===== config.mk =====
export PLATFORM = sky130hd
export DESIGN_NAME = exc_entry_seq
export DESIGN_NICKNAME = d
export VERILOG_FILES = /design/src/rtl/exc_entry_pkg.sv /design/src/rtl/exc_arbiter.sv /design/src/rtl/exc_target.sv /design/src/rtl/exc_entry_seq.sv
export SDC_FILE = /design/constraint.sdc
export NUM_CORES = 1
export LEC_CHECK = 0
export BUFFER_PORTS_ARGS = -buffer_cell sky130_fd_sc_hd__clkbuf_2
export CAP_MARGIN = 20
export CORE_MARGIN = 2
export CORE_UTILIZATION = 45
export CTS_CLUSTER_SIZE = 28
export DETAILED_ROUTE_END_ITERATION = 12
export MAX_ROUTING_LAYER = met4
export PLACE_DENSITY = 0.74
export SLEW_MARGIN = 20
export SYNTH_ARGS = -nofsm -noshare
export SYNTH_HDL_FRONTEND = slang
export SYNTH_SLANG_ARGS = --single-unit

===== constraint.sdc =====
create_clock -name clk_i -period 2.9 [get_ports clk_i]
set_input_delay 0.145 -clock clk_i [delete_from_list [all_inputs] [get_ports clk_i]]
set_output_delay 0.145 -clock clk_i [all_outputs]
set_load 0.05 [all_outputs]

===== src/rtl/exc_entry_pkg.sv =====
package exc_entry_pkg;
   localparam int unsigned EVT_W       = 12;
   localparam int unsigned SR_BL_BIT   = 28;
   localparam int unsigned SR_RB_BIT   = 29;
   localparam int unsigned SR_MD_BIT   = 30;
   localparam int unsigned SR_FD_BIT   = 15;
   localparam int unsigned SR_MASK_LSB = 4;

   localparam logic [EVT_W-1:0] CODE_RESET  = 12'h000;
   localparam logic [EVT_W-1:0] CODE_EXEMPT = 12'h1E0;
   localparam logic [EVT_W-1:0] CODE_TRAP   = 12'h160;

   localparam int unsigned N_RST_CODES  = 3;
   localparam int unsigned N_MISS_CODES = 2;
   localparam logic [N_RST_CODES-1:0][EVT_W-1:0]  RST_CODES  = {12'h140, 12'h020, 12'h000};
   localparam logic [N_MISS_CODES-1:0][EVT_W-1:0] MISS_CODES = {12'h060, 12'h040};

   localparam logic [31:0] RESET_PC = 32'hA000_0000;
   localparam logic [31:0] OFS_GEN  = 32'h0000_0100;
   localparam logic [31:0] OFS_MISS = 32'h0000_0400;
   localparam logic [31:0] OFS_IRQ  = 32'h0000_0600;

   typedef struct packed {
      logic             take;
      logic             is_irq;
      logic [EVT_W-1:0] code;
      logic             wake;
   } decision_t;
endpackage


===== src/rtl/exc_arbiter.sv =====
module exc_arbiter
   import exc_entry_pkg::*;
#(
   parameter int unsigned LVL_W = 4
) (
   input  logic             exc_pend_i,
   input  logic [EVT_W-1:0] exc_code_i,
   input  logic             irq_req_i,
   input  logic [EVT_W-1:0] irq_vec_i,
   input  logic [LVL_W-1:0] irq_lvl_i,
   input  logic [LVL_W-1:0] mask_i,
   input  logic             block_i,
   input  logic             sleep_i,
   output decision_t        dec_o
);
   always_comb begin
      dec_o = '0;
      if (exc_pend_i) begin
         dec_o.take = 1'b1;
         dec_o.wake = 1'b1;
         dec_o.code = (block_i && exc_code_i != CODE_EXEMPT) ? CODE_RESET : exc_code_i;
      end else if (irq_req_i && (!block_i || sleep_i)) begin
         dec_o.wake = 1'b1;
         if (irq_lvl_i > mask_i) begin
            dec_o.take   = 1'b1;
            dec_o.is_irq = 1'b1;
            dec_o.code   = irq_vec_i;
         end
      end
   end
endmodule


===== src/rtl/exc_target.sv =====
module exc_target
   import exc_entry_pkg::*;
#(
   parameter int unsigned XLEN       = 32,
   parameter int unsigned LVL_W      = 4,
   parameter int unsigned INSN_BYTES = 2
) (
   input  decision_t       dec_i,
   input  logic [XLEN-1:0] vec_base_i,
   input  logic [XLEN-1:0] sr_i,
   input  logic [XLEN-1:0] pc_i,
   input  logic            dslot_i,
   output logic [XLEN-1:0] new_pc_o,
   output logic [XLEN-1:0] new_sr_o,
   output logic [XLEN-1:0] save_pc_o
);
   localparam logic [XLEN-1:0] STEP = XLEN'(INSN_BYTES);

   logic [N_RST_CODES-1:0]  rst_hit;
   logic [N_MISS_CODES-1:0] miss_hit;
   logic is_rst, is_miss, is_trap;

   for (genvar g = 0; g < N_RST_CODES; g++) begin : g_rst_cmp
      assign rst_hit[g] = !dec_i.is_irq && (dec_i.code == RST_CODES[g]);
   end
   for (genvar g = 0; g < N_MISS_CODES; g++) begin : g_miss_cmp
      assign miss_hit[g] = !dec_i.is_irq && (dec_i.code == MISS_CODES[g]);
   end

   assign is_rst  = |rst_hit;
   assign is_miss = |miss_hit;
   assign is_trap = !dec_i.is_irq && (dec_i.code == CODE_TRAP);

   always_comb begin
      if (dec_i.is_irq)  new_pc_o = vec_base_i + XLEN'(OFS_IRQ);
      else if (is_rst)   new_pc_o = XLEN'(RESET_PC);
      else if (is_miss)  new_pc_o = vec_base_i + XLEN'(OFS_MISS);
      else               new_pc_o = vec_base_i + XLEN'(OFS_GEN);
   end

   always_comb begin
      save_pc_o = pc_i;
      if (dslot_i) save_pc_o = save_pc_o - STEP;
      if (is_trap) save_pc_o = save_pc_o + STEP;
   end

   always_comb begin
      new_sr_o            = sr_i;
      new_sr_o[SR_BL_BIT] = 1'b1;
      new_sr_o[SR_RB_BIT] = 1'b1;
      new_sr_o[SR_MD_BIT] = 1'b1;
      if (is_rst) begin
         new_sr_o[SR_FD_BIT]                 = 1'b0;
         new_sr_o[SR_MASK_LSB +: LVL_W] = '1;
      end
   end
endmodule


===== src/rtl/exc_entry_seq.sv =====
module exc_entry_seq
   import exc_entry_pkg::*;
#(
   parameter int unsigned XLEN       = 32,
   parameter int unsigned LVL_W      = 4,
   parameter int unsigned INSN_BYTES = 2
) (
   input  logic             clk_i,
   input  logic             rst_ni,
   input  logic             exc_pend_i,
   input  logic [EVT_W-1:0] exc_code_i,
   input  logic             irq_req_i,
   input  logic [EVT_W-1:0] irq_vec_i,
   input  logic [LVL_W-1:0] irq_lvl_i,
   input  logic [XLEN-1:0]  sr_i,
   input  logic [XLEN-1:0]  vec_base_i,
   input  logic [XLEN-1:0]  pc_i,
   input  logic [XLEN-1:0]  r15_i,
   input  logic             dslot_i,
   input  logic             sleep_i,
   output logic             taken_o,
   output logic [XLEN-1:0]  pc_o,
   output logic [XLEN-1:0]  sr_o,
   output logic [XLEN-1:0]  saved_sr_o,
   output logic [XLEN-1:0]  saved_pc_o,
   output logic [XLEN-1:0]  saved_sp_o,
   output logic [EVT_W-1:0] exc_event_o,
   output logic [EVT_W-1:0] irq_event_o,
   output logic             dslot_clr_o,
   output logic             wake_o
);
   initial begin
      assert (XLEN > SR_MD_BIT && XLEN >= 32)
         else $error("XLEN too small for status layout");
      assert (SR_MASK_LSB + LVL_W <= SR_FD_BIT)
         else $error("mask field overlaps FPU-disable bit");
      assert (INSN_BYTES > 0 && INSN_BYTES <= 8)
         else $error("INSN_BYTES out of range");
   end

   decision_t       dec;
   logic [XLEN-1:0] nxt_pc, nxt_sr, nxt_save_pc;

   exc_arbiter #(.LVL_W(LVL_W)) i_arb (
      .exc_pend_i (exc_pend_i),
      .exc_code_i (exc_code_i),
      .irq_req_i  (irq_req_i),
      .irq_vec_i  (irq_vec_i),
      .irq_lvl_i  (irq_lvl_i),
      .mask_i     (sr_i[SR_MASK_LSB +: LVL_W]),
      .block_i    (sr_i[SR_BL_BIT]),
      .sleep_i    (sleep_i),
      .dec_o      (dec)
   );

   exc_target #(.XLEN(XLEN), .LVL_W(LVL_W), .INSN_BYTES(INSN_BYTES)) i_tgt (
      .dec_i      (dec),
      .vec_base_i (vec_base_i),
      .sr_i       (sr_i),
      .pc_i       (pc_i),
      .dslot_i    (dslot_i),
      .new_pc_o   (nxt_pc),
      .new_sr_o   (nxt_sr),
      .save_pc_o  (nxt_save_pc)
   );

   always_ff @(posedge clk_i) begin
      if (!rst_ni) begin
         taken_o     <= 1'b0;
         pc_o        <= '0;
         sr_o        <= '0;
         saved_sr_o  <= '0;
         saved_pc_o  <= '0;
         saved_sp_o  <= '0;
         exc_event_o <= '0;
         irq_event_o <= '0;
         dslot_clr_o <= 1'b0;
         wake_o      <= 1'b0;
      end else begin
         taken_o     <= dec.take;
         wake_o      <= dec.wake;
         dslot_clr_o <= dec.take && dslot_i;
         if (dec.take) begin
            pc_o       <= nxt_pc;
            sr_o       <= nxt_sr;
            saved_sr_o <= sr_i;
            saved_pc_o <= nxt_save_pc;
            saved_sp_o <= r15_i;
            if (dec.is_irq) irq_event_o <= dec.code;
            else            exc_event_o <= dec.code;
         end
      end
   end

   // exception wins, interrupt-event untouched
   assert_exc_first_R1: assert property (@(posedge clk_i) disable iff (!rst_ni)
      exc_pend_i |=> (taken_o && $stable(irq_event_o)));

   // masked exception becomes reset code
   assert_promote_R2: assert property (@(posedge clk_i) disable iff (!rst_ni)
      (exc_pend_i && sr_i[SR_BL_BIT] && exc_code_i != CODE_EXEMPT)
      |=> (exc_event_o == CODE_RESET && pc_o == XLEN'(RESET_PC)));

   // blocked interrupt without sleep is ignored
   assert_block_irq_R3: assert property (@(posedge clk_i) disable iff (!rst_ni)
      (!exc_pend_i && sr_i[SR_BL_BIT] && !sleep_i) |=> !taken_o);

   // level at or below mask is ignored
   assert_level_R4: assert property (@(posedge clk_i) disable iff (!rst_ni)
      (!exc_pend_i && irq_lvl_i <= sr_i[SR_MASK_LSB +: LVL_W]) |=> !taken_o);

   // status saved from accepting cycle
   assert_save_sr_R5: assert property (@(posedge clk_i) disable iff (!rst_ni)
      exc_pend_i |=> (saved_sr_o == $past(sr_i) && saved_sp_o == $past(r15_i)));

   // privilege bits set on every entry
   assert_priv_R6: assert property (@(posedge clk_i) disable iff (!rst_ni)
      taken_o |-> (sr_o[SR_BL_BIT] && sr_o[SR_RB_BIT] && sr_o[SR_MD_BIT]));

   // delay-slot rewind on a non-trap exception
   assert_rewind_R7: assert property (@(posedge clk_i) disable iff (!rst_ni)
      (exc_pend_i && dslot_i && exc_code_i != CODE_TRAP)
      |=> (saved_pc_o == $past(pc_i) - XLEN'(INSN_BYTES) && dslot_clr_o));

   // wake only after a pulse-worthy event
   assert_wake_R12: assert property (@(posedge clk_i) disable iff (!rst_ni)
      taken_o |-> wake_o);
endmodule


**Word level (Yosys, flattened, before mapping)**

Cells that the tools add are included.

- Register bits: 187
- Output and inout port bits: 187
- Logic and storage cells: 53
- Input port bits: 162

- Order comparisons: 1
- Mux-type cells: 13
- Add/sub/neg operators: 5
- Bitwise logic cells: 1
- Reduce and logical (&&, ||, !) cells: 17
- Equality and inequality tests: 6

Operator list:

| kind | count |
|---|---|
| $mux 32 | 5 |
| $add 32x11->32 const B | 2 |
| $add 32x2->32 const B | 1 |
| $add 32x9->32 const B | 1 |
| $sub 32x2->32 const B | 1 |
| $eq 12x7->1 const B | 2 |
| $eq 12x9->1 const B | 2 |
| $mux 15 | 1 |
| $mux 14 | 1 |
| $mux 13 | 1 |
| $eq 12x6->1 const B | 1 |
| $logic_not 12->1 | 1 |
| $mux 12 | 1 |
| $ne 12x9->1 const B | 1 |
| $logic_and 1x1->1 | 9 |
| $gt 4x4->1 | 1 |
| $mux 4 | 1 |
| $reduce_and 2->1 | 2 |
| $mux 1 | 3 |
| $reduce_or 3->1 | 1 |
| $logic_not 1->1 | 2 |
| $reduce_or 2->1 | 1 |
| $logic_or 1x1->1 | 1 |
| $not 1->1 | 1 |

**Logic depth before layout (Yosys ltp)**

- Word-level depth: 11
- Gate-level depth with buffers: 14
- Mapped depth without buffers: 12

**Hierarchy**

A second synthesis with hierarchy kept.

- Cell total of the unflattened synthesis: 1,167
- Area total of the unflattened synthesis: 10,537.6 µm²

Modules (own cells, without submodules):

| module | sequential area each (µm²) | area an instance (µm²) | cells each | times used |
|---|---|---|---|---|
| exc_entry_seq | 3,743.6 | 6,995.5 | 615 | 1 |
| exc_target | 0.0 | 3,218.1 | 513 | 1 |
| exc_arbiter | 0.0 | 324.1 | 39 | 1 |

**Least setup slack after synthesis**

No wires, ideal clock.

- Path kind: input to register
- From: input pc_i[1]
- To: register saved_pc_o[23]
- Stages on the path: 13
- Data required time: 2.784 ns
- Path slack: -0.200 ns
- Arrival: 2.984 ns
- Library setup time: 0.116 ns
- Cells stage by stage: clkbuf_1 -> inv_1 -> ha_1 -> a21oi_1 -> ha_1 -> nand4b_1 -> or4_4 -> nor4_4 -> nand4_4 -> or3_1 -> o31ai_1 -> mux2i_1 -> a31o_1

- Word-level cells in the longest chain between the ends: 4

Ends and longest elaborated chain:

| element | RTL line | text |
|---|---|---|
| from (decl) | exc_entry_seq.sv:17 | `input logic [XLEN-1:0] pc_i,` |
| $sub 32x2->32 | exc_target.sv:43 | `if (dslot_i) save_pc_o = save_pc_o - STEP;` |
| $mux 32 * | exc_target.sv:43 |  |
| $add 32x2->32 | exc_target.sv:44 | `if (is_trap) save_pc_o = save_pc_o + STEP;` |
| $mux 32 * | exc_target.sv:44 |  |
| to (signal assigned) | exc_entry_seq.sv:87 | `saved_pc_o <= nxt_save_pc;` |
| to (decl) | exc_entry_seq.sv:25 | `output logic [XLEN-1:0] saved_pc_o,` |

Every way passes the cells marked *; elsewhere a longest branch is shown, timed or not.
A chain may end at the register's enable or synchronous reset.

**Worst setup path in the final report**

- From: input sr_i[5]
- To: register saved_sp_o[0]

- Word-level cells in the longest chain between the ends: 4

Ends and longest elaborated chain:

| element | RTL line | text |
|---|---|---|
| from (decl) | exc_entry_seq.sv:15 | `input logic [XLEN-1:0] sr_i,` |
| $gt 4x4->1 | exc_arbiter.sv:24 | `if (irq_lvl_i > mask_i) begin` |
| $mux 14 | exc_arbiter.sv:24 |  |
| $mux 15 | exc_arbiter.sv:22 | `end else if (irq_req_i && (!block_i \|\| sleep_i)) begin` |
| $mux 1 | exc_arbiter.sv:18 | `if (exc_pend_i) begin` |
| to (signal assigned) | exc_entry_seq.sv:88 | `saved_sp_o <= r15_i;` |
| to (decl) | exc_entry_seq.sv:26 | `output logic [XLEN-1:0] saved_sp_o,` |

No other way between the ends.

==> flow_summary.toml <==
[die]
pin_count = 349
dieArea_um2 = 20600
die_h_um = 143
die_w_um = 143
fp-row-count = 51
core_um2 = 19300
initial_core_util_pct = 45.4

[yosys]
synth-edff-count = 0
synth_seq_cells = 161
synth_fp_nets = 1296
synth.yosys.seq_area_share_pct = 36.8
synth_ff_type = "dfxtp_1"
syn-instance-count = 1123
async_reset_ff_share_pct = 0
synth_warnings = 0
synthesis.area_um2 = 8750
synth.avg_cell_area_um2 = 7.79
synth_cell_types = 87

[detailed_routing]
finalWirelength_um = 32800
first_iter_violations = 800
via_per_inst = 5.58
wl_per_cell_um = 17.8
first_pass_iters = 5
num_vias = 10300
antenna_left = 0
drcViolationCount = 0

[power]
leakage_nw = 5.58
total_power_mw = 6.57
ir_drop_mv = 0.395
powerDensity_nw_per_um2 = 523

[worst_setup_path]
reg2reg_to = "pc_o[26]"
cp.required_ps = 3240
cp_max_fo = 58
worstRegToRegCells = 4
r2r-start = "pc_o[26]"
critPathLaunchType = "input pin"
crit_path_end_kind = "register"
cp_data_arrival_time_ps = 3030
crit_type = "in2reg"
r2r_setup_slack_ps = 2050

[layout]
layout.nets = 1740
regArea_um2 = 3220
final_cell_area_um2 = 12500
drive_above_1_share_pct = 32.5
fillers = 1608
area_growth_pct = 43.4
most-common-layout-cells = "clkbuf_2 (347), nand2_1 (231), dfxtp_1 (161)"
layout.cells.most_common = "clkbuf_2"
multi_input_area_um2 = 4990

[timing]
fin_hold_ws_ps = 24.4
setup_viol = 0
hold_viol_final = 0
maxSlewHeadroom_pct = 42.6
finClkSkew_ps = 0
rsz0062_at_grt = "no"
finalCriticalPeriod_ps = 2690
tightest_slew_ps = 861
fmax_mhz = 372
period_share_pct = 92.6
maxSlewViolCount = 0

[grt]
grt_max_degree = 79
grt_pass1_vias = 9665
grt_first_pass_wirelength_um = 49800
track_usage_pct = 31.3
antenna_found_initial = 1
grt-ovfl-total = 0

[placed_design]
dp_hpwl_um = 22600
port_buffers = 348
dpl_cell_area_um2 = 11000
place.gp.congestion = 0.962

[job]
max_cap_viol_count = 0

[clocking]
clockBufferDepth = 2
clkTransAtPathRegs_ps = 80
clk_latency_ps = 420
root_buffer = "clkbuf_16"
h-tree-depth = 4
cts_sinks = 161
cts_tree = "done"
cts_buffers = 17

[worst_hold_path]
worstHoldPathType = "in2reg"
hp-start = "exc_code_i[4]"
min_to = "exc_event_o[4]"
hold_depth = 3

[outcome]
status = "finished clean"
==> worst max-delay path, stage by stage <==
cell	delay, ps
dlygate4sd3_1	540
clkbuf_2	110
inv_1	40
ha_1	280
nor2b_1	130
o21a_1	120
o21ai_1	110
a21oi_1	400
or2_4	440
buf_12	300
nand2_1	120
a21oi_1	230
==> area by class of cell <==
| class | count | area share [%] |
|---|---|---|
| tap | 265 | 2.64 |
| antenna | 1 | 0.0199 |
| multi-input combinational | 846 | 39.8 |
| sequential | 161 | 25.7 |
| clock inverter | 15 | 1.55 |
| clock buffer | 17 | 3.39 |
| inverter | 17 | 0.528 |
| timing repair buffer | 524 | 26.4 |
==> power by group <==
| group | switching, mW | total, mW | internal (mW) |
|---|---|---|---|
| registers | 0.0955 | 2.46 | 2.36 |
| logic | 1.23 | 1.75 | 0.524 |
| clock network | 1.11 | 2.36 | 1.25 |
| total | 2.44 | 6.57 | 4.13 |
==> through the flow <==
stage	utilization (%)	instances	setup slack [ps]	setup TNS (ps)
after floorplan	-	1123	22.1	0
after global placement	57.0	1721	-0.897	-0.897
after detailed placement	57.0	1721	-75.5	-212
after CTS	64.9	1842	29.0	0
after global routing	65.1	1846	89.4	0
final	65.1	1846	215	0
==> state kept, by name (all words and copies together) (netlist names) <==
register and cells:
pc_o 32, saved_pc_o 32, saved_sp_o 32, sr_o 30, exc_event_o 12, irq_event_o 12, saved_sr_o 8, dslot_clr_o 1
taken_o 1, wake_o 1
==> per-layer routing <==
metal | wire length (µm) | global-route usage, % | part of all wire (%) | vias up
met5 | 0 | - | 0 | -
met4 | 1500 | 15.4 | 4.6 | 0
met3 | 2230 | 5.60 | 6.8 | 118
met2 | 16000 | 51.1 | 49 | 499
met1 | 13200 | 37.3 | 40 | 4839
li1 | - | - | - | 4843
==> cell families (layout without fill, tap and decap cells) <==
logic type	count (synthesis)	in the layout	share of synthesized area, %
other	0	1	0
multiplexers	19	19	2.20
buffers and inverters	116	573	6.63
flip-flops	161	161	36.8
AND/OR/NAND/NOR	484	484	26.9
XOR/XNOR	57	57	5.70
adder cells (fa/ha/maj)	11	11	1.57
AO/OA/AOI/OAI	275	275	20.2
==> worst max-delay path by stage <==
stage,startpoint,to
after detailed placement,pc_i[1],saved_pc_o[27]
after global placement,pc_i[1],saved_pc_o[31]
after floorplan,pc_i[1],saved_pc_o[23]
after CTS,exc_code_i[9],saved_pc_o[27]
final,sr_i[5],saved_sp_o[0]
after global routing,pc_i[1],saved_pc_o[27]
==> what timing repair did <==
action,CTS,global route
resized for setup,0,5
hold endpoints to repair,91,0
hold buffers,89,0
endpoints found under the setup margin,0,13
setup buffers,0,4
==> synth_stat cells, types with 12 or more instances <==
master,instances,area share (%)
nand2_1,231,9.9
dfxtp_1,161,37
a21oi_1,127,7.3
nor2_1,89,3.8
clkbuf_1,61,2.6
xnor2_1,35,3.5
o21ai_0,32,1.8
buf_4,28,2.4
nand3_1,27,1.5
nor3_1,25,1.4
xor2_1,22,2.2
nand4_1,19,1.4
mux2i_1,17,1.9
inv_1,15,0.64
a31oi_1,13,0.93
nor4_1,12,0.86
No activity file was read; power rests on OpenSTA's default activity.
